File: src/rtl/nic_pkg.sv
package nic_pkg;
    typedef enum logic [0:0] {
        ST_IDLE   = 1'b0,
        ST_RAISED = 1'b1
    } nic_state_e;

    typedef enum logic [1:0] {
        ACC_PLAIN = 2'd0,
        ACC_SET   = 2'd1,
        ACC_CLR   = 2'd2,
        ACC_NONE  = 2'd3
    } nic_access_e;

    localparam int CFG_EN_BIT  = 0;
    localparam int CFG_PRI_LSB = 8;
endpackage

File: src/rtl/nic_src_regs.sv
module nic_src_regs
    import nic_pkg::*;
#(
    parameter int NSRC  = 127,
    parameter int PRI_W = 2,
    parameter int IDX_W = 7
) (
    input  logic                  clk,
    input  logic                  rst_n,
    input  logic                  wr_en,
    input  logic [IDX_W-1:0]      wr_idx,
    input  nic_access_e           wr_kind,
    input  logic [31:0]           wr_data,
    input  logic [IDX_W-1:0]      rd_idx,
    output logic [NSRC-1:0]       en_vec,
    output logic [NSRC*PRI_W-1:0] pri_flat,
    output logic [31:0]           rd_word
);
    logic             d_en;
    logic [PRI_W-1:0] d_pri;

    assign d_en  = wr_data[CFG_EN_BIT];
    assign d_pri = wr_data[CFG_PRI_LSB +: PRI_W];

    for (genvar i = 0; i < NSRC; i++) begin : g_src
        logic             en_q;
        logic [PRI_W-1:0] pri_q;

        always_ff @(posedge clk or negedge rst_n) begin
            if (!rst_n) begin
                en_q  <= 1'b0;
                pri_q <= '0;
            end else if (wr_en && wr_idx == IDX_W'(i)) begin
                unique case (wr_kind)
                    ACC_PLAIN: begin en_q <= d_en;          pri_q <= d_pri;          end
                    ACC_SET:   begin en_q <= en_q | d_en;   pri_q <= pri_q | d_pri;  end
                    ACC_CLR:   begin en_q <= en_q & ~d_en;  pri_q <= pri_q & ~d_pri; end
                    default:   ;
                endcase
            end
        end

        assign en_vec[i]               = en_q;
        assign pri_flat[i*PRI_W +: PRI_W] = pri_q;
    end

    always_comb begin
        rd_word = '0;
        for (int i = 0; i < NSRC; i++) begin
            if (rd_idx == IDX_W'(i)) begin
                rd_word[CFG_EN_BIT]              = en_vec[i];
                rd_word[CFG_PRI_LSB +: PRI_W]    = pri_flat[i*PRI_W +: PRI_W];
            end
        end
    end
endmodule

File: src/rtl/nic_arbiter.sv
module nic_arbiter #(
    parameter int NSRC  = 127,
    parameter int PRI_W = 2,
    parameter int VEC_W = 7
) (
    input  logic [NSRC-1:0]       pend,
    input  logic [NSRC-1:0]       en_vec,
    input  logic [NSRC*PRI_W-1:0] pri_flat,
    input  logic [PRI_W:0]        ceil,
    output logic                  found,
    output logic [VEC_W-1:0]      win_idx,
    output logic [PRI_W-1:0]      win_pri
);
    always_comb begin
        logic [PRI_W-1:0] p;
        found   = 1'b0;
        win_idx = '0;
        win_pri = '0;
        // Descending scan with >= leaves the lowest index on a tie.
        for (int i = NSRC - 1; i >= 0; i--) begin
            p = pri_flat[i*PRI_W +: PRI_W];
            if (pend[i] && en_vec[i] && ({1'b0, p} >= ceil) &&
                (!found || p >= win_pri)) begin
                found   = 1'b1;
                win_idx = VEC_W'(i);
                win_pri = p;
            end
        end
    end
endmodule

File: src/rtl/nic_seq.sv
module nic_seq
    import nic_pkg::*;
#(
    parameter int PRI_W = 2,
    parameter int VEC_W = 7,
    parameter int NLVL  = 1 << PRI_W
) (
    input  logic             clk,
    input  logic             rst_n,
    input  logic             found,
    input  logic [VEC_W-1:0] win_idx,
    input  logic [PRI_W-1:0] win_pri,
    input  logic             take,
    input  logic             ack,
    input  logic [NLVL-1:0]  ack_mask,
    output logic             irq,
    output logic [VEC_W-1:0] vec,
    output logic [PRI_W:0]   ceil
);
    localparam logic [VEC_W-1:0] SPUR = {VEC_W{1'b1}};

    nic_state_e       state_q, state_d;
    logic [VEC_W-1:0] vec_q;
    logic [PRI_W-1:0] pri_q;
    logic [NLVL-1:0]  inserv_q, inserv_d;
    logic             grant, taken;

    always_ff @(posedge clk or negedge rst_n) begin
        if (!rst_n) state_q <= ST_IDLE;
        else        state_q <= state_d;
    end

    always_comb begin
        state_d = state_q;
        grant   = 1'b0;
        taken   = 1'b0;
        unique case (state_q)
            ST_IDLE:   if (found) begin state_d = ST_RAISED; grant = 1'b1; end
            ST_RAISED: if (take)  begin state_d = ST_IDLE;   taken = 1'b1; end
            default:   state_d = ST_IDLE;
        endcase
    end

    always_comb begin
        inserv_d = inserv_q;
        if (taken) inserv_d = inserv_d | (NLVL'(1) << pri_q);
        if (ack)   inserv_d = inserv_d & ~ack_mask;
    end

    always_ff @(posedge clk or negedge rst_n) begin
        if (!rst_n) begin
            vec_q    <= SPUR;
            pri_q    <= '0;
            inserv_q <= '0;
        end else begin
            inserv_q <= inserv_d;
            if (grant) begin
                vec_q <= win_idx;
                pri_q <= win_pri;
            end else if (taken) begin
                vec_q <= SPUR;
            end
        end
    end

    always_comb begin
        ceil = '0;
        for (int l = 0; l < NLVL; l++) begin
            if (inserv_q[l]) ceil = (PRI_W+1)'(l + 1);
        end
    end

    assign irq = (state_q == ST_RAISED);
    assign vec = vec_q;

    a_r4_grant_raises: assert property (@(posedge clk) disable iff (!rst_n)
        (!irq && found) |=> irq);
    a_r6_vec_held: assert property (@(posedge clk) disable iff (!rst_n)
        (irq && !take) |=> (irq && $stable(vec)));
    a_r7_take_drops: assert property (@(posedge clk) disable iff (!rst_n)
        (irq && take) |=> !irq);
    a_r8_strictly_higher: assert property (@(posedge clk) disable iff (!rst_n)
        irq |-> ((inserv_q >> pri_q) == '0));
    a_r9_level_retired: assert property (@(posedge clk) disable iff (!rst_n)
        ack |=> ((inserv_q & $past(ack_mask)) == '0));
    a_r11_idle_code: assert property (@(posedge clk) disable iff (!rst_n)
        !irq |-> (vec == SPUR));
endmodule

File: src/rtl/nest_irq_collector.sv
module nest_irq_collector
    import nic_pkg::*;
#(
    parameter int NSRC   = 127,
    parameter int PRI_W  = 2,
    parameter int ADDR_W = 12
) (
    input  logic              clk,
    input  logic              rst_n,
    input  logic [NSRC-1:0]   src_lvl,
    input  logic              bus_wr,
    input  logic [ADDR_W-1:0] bus_addr,
    input  logic [31:0]       bus_wdata,
    output logic [31:0]       bus_rdata,
    output logic              irq
);
    localparam int VEC_W = 7;
    localparam int NLVL  = 1 << PRI_W;
    localparam int IDX_W = ADDR_W - 5;

    logic                  glb_sel, idx_ok, src_hit;
    logic [IDX_W-1:0]      idx;
    nic_access_e           kind;
    logic [NSRC-1:0]       en_vec;
    logic [NSRC*PRI_W-1:0] pri_flat;
    logic [31:0]           rd_word;
    logic                  found;
    logic [VEC_W-1:0]      win_idx, vec;
    logic [PRI_W-1:0]      win_pri;
    logic [PRI_W:0]        ceil;
    logic                  glb_row0, take, ack;
    logic                  unused_bits;

    assign glb_sel  = bus_addr[ADDR_W-1];
    assign idx      = bus_addr[ADDR_W-2:4];
    assign kind     = nic_access_e'(bus_addr[3:2]);
    assign idx_ok   = ({1'b0, idx} < (IDX_W+1)'(NSRC));
    assign src_hit  = !glb_sel && idx_ok && (kind != ACC_NONE);
    assign glb_row0 = glb_sel && (idx == '0);
    assign take     = bus_wr && glb_row0 && (kind == ACC_SET);
    assign ack      = bus_wr && glb_row0 && (kind == ACC_CLR);
    assign unused_bits = ^{bus_addr[1:0], bus_wdata[31:10], bus_wdata[7:1]};

    nic_src_regs #(.NSRC(NSRC), .PRI_W(PRI_W), .IDX_W(IDX_W)) u_regs (
        .clk(clk), .rst_n(rst_n),
        .wr_en(bus_wr && src_hit), .wr_idx(idx), .wr_kind(kind),
        .wr_data(bus_wdata), .rd_idx(idx),
        .en_vec(en_vec), .pri_flat(pri_flat), .rd_word(rd_word)
    );

    nic_arbiter #(.NSRC(NSRC), .PRI_W(PRI_W), .VEC_W(VEC_W)) u_arb (
        .pend(src_lvl), .en_vec(en_vec), .pri_flat(pri_flat), .ceil(ceil),
        .found(found), .win_idx(win_idx), .win_pri(win_pri)
    );

    nic_seq #(.PRI_W(PRI_W), .VEC_W(VEC_W), .NLVL(NLVL)) u_seq (
        .clk(clk), .rst_n(rst_n),
        .found(found), .win_idx(win_idx), .win_pri(win_pri),
        .take(take), .ack(ack), .ack_mask(bus_wdata[NLVL-1:0]),
        .irq(irq), .vec(vec), .ceil(ceil)
    );

    always_comb begin
        bus_rdata = '0;
        if (src_hit)                          bus_rdata = rd_word;
        else if (glb_row0 && kind == ACC_PLAIN) bus_rdata = {{(32-VEC_W){1'b0}}, vec};
    end

    a_r1_quiet_after_reset: assert property (@(posedge clk) disable iff (!rst_n)
        $rose(rst_n) |-> !irq);
endmodule

File: config.mk
export PLATFORM = sky130hd
export DESIGN_NAME = nest_irq_collector
export DESIGN_NICKNAME = d
export VERILOG_FILES = /design/src/rtl/nic_pkg.sv /design/src/rtl/nic_src_regs.sv /design/src/rtl/nic_arbiter.sv /design/src/rtl/nic_seq.sv /design/src/rtl/nest_irq_collector.sv
export SDC_FILE = /design/constraint.sdc
export NUM_CORES = 2
export LEC_CHECK = 0
export BUFFER_PORTS_ARGS = -buffer_cell sky130_fd_sc_hd__buf_2
export CAP_MARGIN = 5
export CORE_MARGIN = 2
export CORE_UTILIZATION = 30
export CTS_CLUSTER_SIZE = 8
export DETAILED_ROUTE_END_ITERATION = 16
export GPL_TIMING_DRIVEN = 0
export PLACE_DENSITY_LB_ADDON = 0.08
export SYNTH_ARGS = -nofsm -noshare
export SYNTH_HDL_FRONTEND = slang
export SYNTH_SLANG_ARGS = --single-unit
File: constraint.sdc
create_clock -name clk -period 270.3 [get_ports clk]
set_input_delay 13.515 -clock clk [delete_from_list [all_inputs] [get_ports clk]]
set_output_delay 13.515 -clock clk [all_outputs]
set_load 0.01 [all_outputs]
# Word-level counts from Yosys, hierarchy flattened
# Index checks and enable logic that the tools add are counted.
dict set report op_classes {
  addsub 0
  mul 0
  div 0
  n_lt_le_gt_ge 254
  n_eq_ne 129
  n_shift 1
  n_mux 905
  n_bitwise 514
  n_reduce_logical 899
}
# op count
set ops {}
lappend ops {{$mux 7} 130}
lappend ops {{$pmux 2 s3} 127}
lappend ops {{$logic_and 1x1->1} 515}
lappend ops {{$mux 2} 254}
lappend ops {{$eq 7x7->1 const B} 63}
lappend ops {{$ge 2x3->1} 127}
lappend ops {{$pmux 1 s3} 127}
lappend ops {{$mux 1} 260}
lappend ops {{$and 2x2->2} 127}
lappend ops {{$or 2x2->2} 127}
lappend ops {{$reduce_and 2->1} 127}
lappend ops {{$ge 2x2->1} 126}
lappend ops {{$eq 7x6->1 const B} 32}
lappend ops {{$and 1x1->1} 127}
lappend ops {{$logic_not 1->1} 127}
lappend ops {{$or 1x1->1} 127}
lappend ops {{$logic_or 1x1->1} 126}
lappend ops {{$eq 7x5->1 const B} 16}
lappend ops {{$eq 7x4->1 const B} 8}
lappend ops {{$eq 7x3->1 const B} 4}
lappend ops {{$eq 7x2->1 const B} 2}
lappend ops {{$mux 10} 1}
lappend ops {{$mux 3} 3}
lappend ops {{$mux 4} 2}
lappend ops {{16 further kinds} 17}
dict set report totals {
  regBits 395
  latch_bits 0
  ram_bits 0
  rom_bits 0
  in_bits 174
  output_inout_bits 33
  elab_cells 2960
  memories 0
}

# Longest topological paths before layout
dict set report depth {
  depth_word 514
  mapped_depth 858
  ltp_nobuf 845
}

# Cells and area by module
# From an unflattened synthesis, not the netlist that was laid out.
dict set report hier_totals {
  hier_cells 5217
  hier_area_um2 40141.0
}
# module instances cells_each area_per_inst_um2 seq_area_each_um2
set by_module_without_submodules {}
lappend by_module_without_submodules {nic_src_regs 1 2318 20414.6 9534.1}
lappend by_module_without_submodules {nic_arbiter 1 2801 18691.7 0.0}
lappend by_module_without_submodules {nic_seq 1 50 699.4 359.1}
lappend by_module_without_submodules {nest_irq_collector 1 48 335.3 0.0}

# Worst setup path before layout
# OpenSTA, ideal clock, no wires.
dict set report synth_timing {
  path_kind {input to register}
  startpoint {input src_lvl[126]}
  endpoint {register u_seq.vec_q[6], in the netlist u_seq.vec[6]}
  setup_ns 0.091
  arrival_time_ns 163.088
  required_time_ns 270.209
  slack_ns 107.121
  path_stages 798
  n_path_buf 1
  path_cell_list {o2111a_1 > and2_1 > ha_1 > nand2b_1 > a21oi_1 > nand3_1 > a32oi_1 > inv_1 > ha_1 > nand2b_1 > a21oi_1 > a21o_1 > mux2i_1 > ha_1 > nand2b_1 > a21o_1 > nand3_1 > o31ai_2 > [... 762 more ...] > a31oi_1 > ha_1 > nand2b_1 > a211oi_1 > or2_0 > buf_2 > nand3_1 > o21ai_1 > nor2_1 > ha_1 > nand2b_1 > a21oi_1 > nand2_1 > nand2_1 > nand4_1 > nor4_1 > nand3_1 > o31ai_1}
}
# element line_no
set synth_rtl {}
lappend synth_rtl {{start, declared} nest_irq_collector.sv:10} ;# input logic [NSRC-1:0] src_lvl,
lappend synth_rtl {{end signal, assigned} nic_seq.sv:58} ;# vec_q <= win_idx;
lappend synth_rtl {{end, declared} nic_seq.sv:23} ;# logic [VEC_W-1:0] vec_q;

==> summary.md <==
| Metric | Value |
|---|---|
| Final ANT Viol Nets | `0` |
| Sw frac | `0.370` |
| Max-slew headroom | `-0.0324` |
| Resized Gates After CTS | `0` |
| Syn Std Cell Area | `roughly 36,000 sq um` |
| Overall via count from detail_route | `slightly below 40,000` |
| Die height | `349 um` |
| DPL Wire Length | `approximately 150 mm` |
| NumNets Final | `5,217` |
| Initial Utilization | `0.302` |
| Top post-synthesis cells by area | `dfrtp_1 (27%), a21oi_1 (13%), ha_1 (9.3%)` |
| Top cells by count, synth | `a21oi_1 (928), dfrtp_1 (388), nor2_1 (386), nand2_1 (321), ha_1 (266)` |
| IO Pins | `slightly above 200` |
| CP most frequent cell | `ha_1` |
| Slew @ Worst Pin | `between 1500 and 2000 ps` |
| Share of synthesized registers carrying an async set or reset | `1.00` |
| Crit path kind | `in2reg` |
| Max FO, Critical Path | `9` |
| Die Span X | `roughly 350 um` |
| YS warnings | `0` |
| Clock Path Buffers | `3` |
| VDD IR max | `0.00000455 V` |
| Final Setup Violations | `0` |
| CTS Root Cell | `clkbuf_16` |
| Cells after Synth | `between 4,000 and 5,000` |
| Part of the power in registers | `0.332` |
| Setup TNS | `0 ps` |
| Placed insts | `about 6,300` |
| Sequential fraction of the synthesis area | `0.278` |
| Hold Violations, Final | `0` |
| Standard-cell rows | `around 130` |
| Fmax | `5.27 MHz` |
| Top-count cell post-synth | `a21oi_1` |
| #FFs+latches synth | `a little under 400` |
| Gr ovfl total | `0` |
| Pin count of the biggest net entering global routing | `around 110` |
| Area Growth Syn to Fin | `13.5%` |
| CTS buffer count | `56` |
| First-pass GRT wire length | `268 mm` |
| Vias in the first global route | `~36,000` |
| Worst endpoint data arrival time | `roughly 190,000 ps` |
| Remaining DRCs | `0` |
| Max-slew violations | `22` |
| Die area | `122,000 sq um` |
| Setup crit end kind | `flip-flop` |
| Hold Path Class | `reg2reg` |
| RD Place Congestion | `0.963` |
| Initial antenna violation count | `11` |
| Top-area cell type share of the netlist area | `0.272` |
| Leak Pwr | `about 17 nW` |
| CP max stage cell | `o311ai_0` |
| Core area | `about 120,000 sq um` |
| GRT Total Usage | `0.301` |
| Final wirelength | `about 190 mm` |
| Setup Fix Bufs, Post-CTS | `0` |
| Mean Syn Cell Area | `between 7 and 8 sq um` |
| Clk pwr share | `0.348` |
| Pwr/cell area | `between 4 and 5 nW/um^2` |
| Fin crit share | `0.702` |
| Port bufs | `154` |
| WL per Instance | `29.8 um` |
| Int Power | `roughly 120 uW` |
| Top cell type by total area after synthesis | `dfrtp_1` |
| Hold_buf cts | `0` |
| Max Cap Viol | `2` |
| Worst-Skew Late Latency | `640 ps` |
| H-tree Lvls | `2` |
| RSZ-0062 raised after global routing | `no` |
| Req. time, crit path | `between 200,000 and 300,000 ps` |
| TritonCTS clock tree | `yes` |
| Final Non-Filler Cells | `6,345` |
| Failing checks | `capacitance limit, slew limit` |
| Critical Path Source Type | `input pin` |
| Clk_skew | `22.2 ps` |
| Comb power frac | `0.320` |
| Layout cells sized above 1 | `0.0905` |
| Initial DRC count | `4,193` |
| Status | `finished with violations` |
| Minimum clock period after layout | `between 150,000 and 200,000 ps` |
| Synth Flop Type | `dfrtp_1` |
| Slowest stage delay, CP | `about 810 ps` |
| Switching power | `slightly above 70 uW` |
| Clock sinks | `around 400` |
| Cell variety after synth | `120` |
| DR vias/cell | `about 6.1` |
| Clk slew on worst S/H paths | `~60 ps` |
| Drt pass-1 iters | `6` |
| Number of flops mapped to enable cells by yosys | `0` |
cell type report:
type	count	area (sq um)
well taps	1536	1920
diodes	5	12.5
clock inverters	3	55.1
fillers	12600	77500
clock buffers	82	1520
inverters	209	785
repair buffers	177	1160
flip-flops and latches	395	9890
multi-input cells	3695	24000
plain buffers	243	1070
per-layer routing:
layer | vias up | global-route usage | share of wire
met5 | - | 0 | 0.00019
met4 | 4 | 0.140 | 0.054
met3 | 402 | 0.0398 | 0.070
met2 | 1731 | 0.474 | 0.44
met1 | 19100 | 0.407 | 0.44
li1 | 17600 | - | -
kinds of logic (layout without fill, tap and decap cells):
group,count (synthesis),after routing,synth area share
AND/OR/NAND/NOR,1335,1335,0.188
buffers and inverters,452,714,0.0515
adder cells (fa/ha/maj),315,315,0.107
multiplexers,71,71,0.0220
flip-flops,395,395,0.278
other,1,28,0.000105
AO/OA/AOI/OAI,1951,1951,0.353
worst max-delay path, delay by kind of cell:
| kind | cells | cell delay (ps) |
|---|---|---|
| fa+ha+maj | 200 | 57670 |
| compound gates | 311 | 79580 |
| mux | 39 | 13460 |
| simple gates | 333 | 47860 |
| buf+inv | 24 | 2450 |
flip-flops by register name, indices dropped and copies added, names as in the netlist:
name,flops
u_seq.pri_q,2
u_seq.inserv_q,4
u_regs.g_src.pri_q,254
u_seq.vec,7
u_regs.g_src.en_q,127
u_seq.irq,1
path summary, 6_finish.rpt:
| kind | from | to | slack (ps) | cells past startpoint |
|---|---|---|---|---|
| hold reg to reg | u_regs.g_src[79].pri_q[0] | u_regs.g_src[79].pri_q[0] | 530 | 2 |
| max in group asynchronous | rst_n | u_seq.vec[0] | 256200 | 3 |
| hold / removal | u_regs.g_src[79].pri_q[0] | u_regs.g_src[79].pri_q[0] | 530 | 2 |
| min in group asynchronous | rst_n | u_regs.g_src[92].pri_q[0] | 12770 | 1 |
| setup / recovery | src_lvl[126] | u_seq.vec[6] | 80540 | 907 |
| setup reg to reg | u_seq.inserv_q[3] | u_seq.vec[6] | 84930 | 810 |
placed cells by master (no fill, tap or decap), drive strengths merged, types with 28 or more instances in the layout:
| cell | Yosys | final |
|---|---|---|
| inv | 209 | 210 |
| a21boi | 124 | 124 |
| a22oi | 59 | 59 |
| a22o | 30 | 30 |
| a21oi | 932 | 932 |
| buf | 51 | 227 |
| maj3 | 49 | 49 |
| mux2i | 32 | 32 |
| nand2 | 321 | 321 |
| and3 | 36 | 36 |
| a31oi | 47 | 47 |
| o211ai | 42 | 42 |
| nand3 | 77 | 77 |
| nor4 | 32 | 32 |
| o22ai | 39 | 39 |
| and2 | 59 | 59 |
| ha | 266 | 266 |
| nor3 | 96 | 96 |
| o2111a | 107 | 107 |
| nor2 | 386 | 386 |
| clkbuf | 192 | 275 |
| o21ai | 221 | 221 |
| nand2b | 130 | 130 |
| mux2 | 37 | 37 |
| a21o | 31 | 31 |
| a211oi | 28 | 28 |
| nor2b | 50 | 50 |
| dfrtp | 388 | 388 |
stage by stage:
stage | util | instance area (sq um) | setup slack (ps) | hold WS, ps | power (mW)
after floorplan | - | 35700 | 107120 | 491 | 0.102
after global placement | 0.326 | 38400 | 76570 | 506 | 0.125
after detailed placement | 0.329 | 38800 | 81950 | 518 | 0.126
after CTS | 0.343 | 40400 | 81990 | 531 | 0.193
after global routing | 0.343 | 40400 | 65990 | 556 | 0.203
final | 0.343 | 40500 | 80540 | 533 | 0.194
power groups by stage:
stage                     sequential [mW]  clock (mW)  combinational [mW]
after floorplan                    0.0636           0              0.0386
after global placement             0.0654           0              0.0598
after detailed placement           0.0654           0              0.0607
after CTS                          0.0644      0.0679              0.0610
after global routing               0.0646      0.0701              0.0679
final                              0.0645      0.0676              0.0620
No activity file was read; power rests on OpenSTA's default activity.
